<file path="config.mk">
export PLATFORM = sky130hd
export DESIGN_NAME = cfgmem_stream
export DESIGN_NICKNAME = d
export VERILOG_FILES = /design/src/rtl/cfgmem_pkg.sv /design/src/rtl/cfgmem_array.sv /design/src/rtl/cfgmem_walker.sv /design/src/rtl/cfgmem_emit.sv /design/src/rtl/cfgmem_stream.sv
export SDC_FILE = /design/constraint.sdc
export NUM_CORES = 1
export LEC_CHECK = 0
export BUFFER_PORTS_ARGS = -buffer_cell sky130_fd_sc_hd__buf_2
export CELL_PAD_IN_SITES_DETAIL_PLACEMENT = 0
export CELL_PAD_IN_SITES_GLOBAL_PLACEMENT = 1
export CORE_UTILIZATION = 35
export CTS_BUF_LIST = sky130_fd_sc_hd__clkbuf_4 sky130_fd_sc_hd__clkbuf_8 sky130_fd_sc_hd__clkbuf_16
export DETAILED_ROUTE_END_ITERATION = 8
export PLACE_DENSITY_LB_ADDON = 0.1
export SLEW_MARGIN = 15
export SYNTH_ARGS = -nofsm -noshare
export SYNTH_HDL_FRONTEND = slang
export SYNTH_HIERARCHICAL = 1
export SYNTH_SLANG_ARGS = --single-unit
</file>
<file path="constraint.sdc">
create_clock -name clk -period 4.1 [get_ports clk]
set_clock_uncertainty 0.15 [all_clocks]
set_input_delay 0.41 -clock clk [delete_from_list [all_inputs] [get_ports clk]]
set_output_delay 0.41 -clock clk [all_outputs]
set_load 0.02 [all_outputs]
</file>
<file path="src/rtl/cfgmem_pkg.sv">
package cfgmem_pkg;
   // Number of bits needed to index n items (at least one)
   function automatic int idx_w(input int n);
      return (n > 1) ? $clog2(n) : 1;
   endfunction

   // Output stage phase
   typedef enum logic [1:0] {
      PH_IDLE  = 2'd0,
      PH_SHOW  = 2'd1,
      PH_FINAL = 2'd2,
      PH_DONE  = 2'd3
   } cfg_phase_e;
endpackage

</file>
<file path="src/rtl/cfgmem_array.sv">
module cfgmem_array #(
   parameter int WORD_W = 8,
   parameter int DEPTH  = 4,
   localparam int ADDR_W = cfgmem_pkg::idx_w(DEPTH)
) (
   input  logic              clk,
   input  logic              wr_ok,
   input  logic              wr_en,
   input  logic [ADDR_W-1:0] wr_addr,
   input  logic [WORD_W-1:0] wr_data,
   input  logic [ADDR_W-1:0] rd_addr,
   output logic [WORD_W-1:0] rd_word
);
   logic [WORD_W-1:0] cells [DEPTH];

   always_ff @(posedge clk) begin
      if (wr_ok && wr_en && (int'(wr_addr) < DEPTH))
         cells[wr_addr] <= wr_data;
   end

   always_comb begin
      rd_word = '0;
      if (int'(rd_addr) < DEPTH)
         rd_word = cells[rd_addr];
   end
endmodule

</file>
<file path="src/rtl/cfgmem_walker.sv">
module cfgmem_walker #(
   parameter int WORD_W = 8,
   parameter int DEPTH  = 4,
   localparam int BIT_W  = cfgmem_pkg::idx_w(WORD_W),
   localparam int ADDR_W = cfgmem_pkg::idx_w(DEPTH)
) (
   input  logic              clk,
   input  logic              por_n,
   input  logic              clr,
   input  logic              step,
   output logic [BIT_W-1:0]  bit_q,
   output logic [ADDR_W-1:0] word_q,
   output logic              at_end
);
   logic             bit_last;
   logic [BIT_W-1:0] bit_nxt;

   generate
      if ((1 << BIT_W) == WORD_W) begin : g_pow2
         assign bit_last = &bit_q;
         assign bit_nxt  = bit_q + 1'b1;
      end else begin : g_cmp
         assign bit_last = (bit_q == BIT_W'(WORD_W - 1));
         assign bit_nxt  = bit_last ? '0 : bit_q + 1'b1;
      end
   endgenerate

   assign at_end = bit_last && (word_q == ADDR_W'(DEPTH - 1));

   always_ff @(posedge clk or negedge por_n) begin
      if (!por_n) begin
         bit_q  <= '0;
         word_q <= '0;
      end else if (clr) begin
         bit_q  <= '0;
         word_q <= '0;
      end else if (step) begin
         bit_q <= bit_nxt;
         if (bit_last)
            word_q <= word_q + 1'b1;
      end
   end
endmodule

</file>
<file path="src/rtl/cfgmem_emit.sv">
module cfgmem_emit
   import cfgmem_pkg::*;
(
   input  logic clk,
   input  logic por_n,
   input  logic clr,
   input  logic en,
   input  logic bit_in,
   input  logic at_end,
   output logic step,
   output logic dout,
   output logic drv,
   output logic done
);
   cfg_phase_e ph_q;
   logic       dout_q;

   assign step = en && (ph_q != PH_FINAL) && (ph_q != PH_DONE) && !at_end;
   assign dout = dout_q;
   assign drv  = (ph_q == PH_SHOW) || (ph_q == PH_FINAL);
   assign done = (ph_q == PH_DONE);

   always_ff @(posedge clk or negedge por_n) begin
      if (!por_n) begin
         ph_q   <= PH_IDLE;
         dout_q <= 1'b0;
      end else if (clr) begin
         ph_q   <= PH_IDLE;
         dout_q <= 1'b0;
      end else begin
         unique case (ph_q)
            PH_DONE: ph_q <= PH_DONE;
            PH_FINAL: begin
               if (en) ph_q <= PH_DONE;
            end
            default: begin
               if (en) begin
                  dout_q <= bit_in;
                  ph_q   <= at_end ? PH_FINAL : PH_SHOW;
               end else begin
                  ph_q <= PH_IDLE;
               end
            end
         endcase
      end
   end
endmodule

</file>
<file path="src/rtl/cfgmem_stream.sv">
module cfgmem_stream #(
   parameter int WORD_W = 8,
   parameter int DEPTH  = 4,
   localparam int BIT_W  = cfgmem_pkg::idx_w(WORD_W),
   localparam int ADDR_W = cfgmem_pkg::idx_w(DEPTH)
) (
   input  logic              clk,
   input  logic              por_n,
   input  logic              oe,
   input  logic              cs_n,
   input  logic              wr_en,
   input  logic [ADDR_W-1:0] wr_addr,
   input  logic [WORD_W-1:0] wr_data,
   output logic              dout,
   output logic              dout_en,
   output logic              casc_n
);
   initial begin
      assert (WORD_W >= 2) else $error("WORD_W must be at least 2");
      assert (DEPTH >= 2)  else $error("DEPTH must be at least 2");
   end

   logic [BIT_W-1:0]  bit_q;
   logic [ADDR_W-1:0] word_q;
   logic [WORD_W-1:0] rd_word;
   logic              at_end, step, drv, done, bit_sel;
   logic              run_en;

   assign run_en  = oe && !cs_n;
   assign bit_sel = rd_word[bit_q];

   cfgmem_array #(.WORD_W(WORD_W), .DEPTH(DEPTH)) u_array (
      .clk     (clk),
      .wr_ok   (!oe),
      .wr_en   (wr_en),
      .wr_addr (wr_addr),
      .wr_data (wr_data),
      .rd_addr (word_q),
      .rd_word (rd_word)
   );

   cfgmem_walker #(.WORD_W(WORD_W), .DEPTH(DEPTH)) u_walk (
      .clk    (clk),
      .por_n  (por_n),
      .clr    (!oe),
      .step   (step),
      .bit_q  (bit_q),
      .word_q (word_q),
      .at_end (at_end)
   );

   cfgmem_emit u_emit (
      .clk    (clk),
      .por_n  (por_n),
      .clr    (!oe),
      .en     (run_en),
      .bit_in (bit_sel),
      .at_end (at_end),
      .step   (step),
      .dout   (dout),
      .drv    (drv),
      .done   (done)
   );

   assign dout_en = drv && run_en;
   assign casc_n  = !done;
endmodule

</file>
==> impl_results.md <==
* Syn. warnings at 6
* Leak pwr at 0.7364 nW
* Hold Vio Cnt, Final at 0
* Final ANT Viol Nets at 0
* Reg clk slew, reported paths at 80 ps
* CTS Sinks at 40
* Worst Path Max Fanout at 6
* Pre-CTS setup slack at 1444 ps
* Register area share after synthesis at 66.00%
* Die area at 5314 sq um
* Top delay family on crit path: simple AND/OR/NAND/NOR gates
* Crit path depth at 6
* Max VDD drop at 211.2 uV
* GRT Util Overall at 13.80%
* Startpoint types: flip-flop
* Fillers at 445
* Maxcap violations at 0
* Setup TNS at 0 ps
* Worst setup startpoint: u_walk/bit_q[0]$_DFFE_PN0P_
* Reg2reg setup slack at 1450 ps
* HPWL after DPL at 2084 um
* #FFs+latches synth at 40
* Outcome: finished, final reports clean
* Port Buffers at 17
* Cell Area, Synth at 1759 sq um
* 1st-iter DRT viols at 17
* Site row count at 25
* Max Buffers Root-to-Sink at 2
* Worst reg2reg path startpoint: u_walk/bit_q[0]$_DFFE_PN0P_
* First-pass GRT wire length at 5037 um
* Setup-failing EPs final at 0
* Pin count of the biggest net entering global routing at 15
* Clock Latency Late Sink at 290 ps
* CP bufs+invs at 0
* CTS tree: built
* Worst r2r dst: u_walk/word_q[0]$_DFFE_PN0P_
* Post-CTS setup buffers at 0
* DRC viols at 0
* Syn Nets at 115
* Cell Count, Final, Fillers Out at 186
* Syn_area_per_cell at 18.52 sq um
* TritonCTS buffer count at 5
* Routability cong. at 0.7178
* Cell breakdown of the critical path: ha_1, ha_1, and2_1, nor3_1, nand2_4, mux2_4
* Via density at 4.876
* Yosys cell types at 27
* Initial Util at 36.76%
* Placed cell count at 177
* Initial antenna violation count at 0
* Worst Setup EP: u_walk/word_q[0]$_DFFE_PN0P_
* Layout cells sized above 1 at 32.77%
* Number of global-route vias before repair at 933
* CTS resizes at 0
* Area Overhead vs Synth at 14.01%
* DR WL/cell at 16.02 um
* Period minus WS final at 2654 ps
* Max_slew headroom at 26.44%
* Fin. max-slew vios at 0
* Unrepaired setup endpoints after global routing: false
* Grt ovf at 0
* Chip Height at 72.90 um
* Fmax at 376.8 MHz
* H-tree Lvls at 2
* Worst setup EP type: flip-flop
* Core ar. at 4786 sq um
* Gate Count Post-Synth at 95
* Tightest Pin Transition at 1095 ps
* Worst R2R Path Depth at 6
* Crit-path max cell delay at 880 ps
* Ports at 18
* Most common cell on crit path: ha_1
* Ant diodes at 0
* Crit-path slowest cell: nor3_1
* Die X-Extent at 72.90 um
* Data arrival time of the worst path at 2680 ps
* Worst Setup Path Type: reg2reg
* DR vias at 907
* Register area at 1161 sq um
* Final net count at 138
* Worst min path class: in2reg
* Hold Crit Start: wr_data[0]
* DRT Pass-1 Iters at 4
* Clock tree root driver cell: clkbuf_8
* PD cells at 372.1 nW/um^2
* Multi-input logic area at 551.8 sq um
* CP required at 4130 ps
* Total Routed Length at 2979 um
* Hold_buf cts at 1
* Final WS setup at 1446 ps
* Period utilisation layout at 64.73%
==> Yosys cell counts <==
library cell	instances	area (sq um)
buf_6	2	22.52
nand2_4	1	11.26
clkbuf_2	1	5.000
inv_1	5	18.77
and2_1	2	12.51
mux4_2	8	180.2
edfxtp_1	32	960.9
nor3_1	2	10.01
xnor2_1	1	8.760
dfrtp_1	8	200.2
mux2_4	1	15.01
ha_1	5	62.56
and4_1	1	8.760
a21bo_2	1	10.01
nor2b_1	2	12.51
mux2i_1	5	50.05
a21oi_1	1	5.000
and4b_1	2	20.02
nor3b_1	1	7.510
mux4_1	2	52.55
nand3_1	1	5.000
mux2_2	1	11.26
nor2_1	5	18.77
nor4bb_1	1	10.01
a221oi_2	1	15.01
nand2b_1	2	12.51
a211oi_2	1	12.51
==> area by class of cell <==
type	count	share of cell area, %
inverters	5	0.9357
multi-input cells	47	27.51
repair buffers	19	5.115
clock buffers	5	3.431
flip-flops and latches	40	57.89
well taps	67	4.180
clock inverters	3	0.9357
==> cell families after synthesis <==
kind of cell,count (synthesis),synth area share [%]
multiplexers,17,17.57
buffers and inverters,8,2.631
flip-flops,40,66.00
AO/OA/AOI/OAI,4,2.418
XOR/XNOR,1,0.4980
AND/OR/NAND/NOR,20,7.326
adder cells (fa/ha/maj),5,3.556
==> worst min path at each step <==
stage | endpoint | slack [ps] | cells past startpoint
final | u_array/cells[2][0]$_DFFE_PP_ | 180 | 1
after global routing | u_array/cells[2][0]$_DFFE_PP_ | 170 | 1
after CTS | u_array/cells[2][0]$_DFFE_PP_ | 170 | 1
after detailed placement | u_walk/bit_q[1]$_DFFE_PN0P_ | 130 | 1
after global placement | u_walk/bit_q[1]$_DFFE_PN0P_ | 120 | 1
after floorplan | u_emit/dout$_DFFE_PN0P_ | -40 | 0
==> registers in the layout (all words and copies together) (netlist names) <==
signal         flops
u_array/cells     32
u_walk/word_q      2
u_walk/bit_q       3
u_emit/dout        1
u_emit/ph_q        2
==> where the power goes <==
| part | internal, mW | switching, mW | leakage [nW] |
|---|---|---|---|
| Clock | 0.117 | 0.134 | 0.0378 |
| Combinational | 0.0180 | 0.0201 | 0.298 |
| Sequential | 0.452 | 0.00497 | 0.401 |
==> stage by stage <==
| stage | hold slack (ps) | total power, mW | instance area (sq um) | utilization (%) |
|---|---|---|---|---|
| after floorplan | -35.59 | 0.4852 | 1759 | - |
| after global placement | 119.7 | 0.5026 | 1908 | 39.87 |
| after detailed placement | 126.5 | 0.5039 | 1908 | 39.87 |
| after CTS | 169.7 | 0.7577 | 2006 | 41.91 |
| after global routing | 168.0 | 0.7809 | 2006 | 41.91 |
| final | 184.0 | 0.7463 | 2006 | 41.91 |
==> routing by layer <==
metal	up-vias	global-route usage, %	wire length [um]	share of wire (%)
met1	460	16.35	1321	44
met3	5	4.558	109	3.7
li1	423	-	-	-
met2	19	23.05	1494	50
met5	-	0	0	0
met4	0	5.882	53	1.8
==> layout by cell type (no fill, tap or decap), types with 2 or more instances in the layout <==
cell type | synthesis | final
mux2i_1 | 5 | 5
nor3_1 | 2 | 2
ha_1 | 5 | 5
inv_1 | 5 | 5
edfxtp_1 | 32 | 32
and2_1 | 2 | 2
buf_2 | 0 | 17
clkinvlp_4 | 0 | 2
mux4_2 | 8 | 8
dfrtp_1 | 8 | 8
nor2b_1 | 2 | 2
nand2b_1 | 2 | 2
mux4_1 | 2 | 2
and4b_1 | 2 | 2
clkbuf_8 | 0 | 5
nor2_1 | 5 | 5
(Power assumes the default switching activity.)
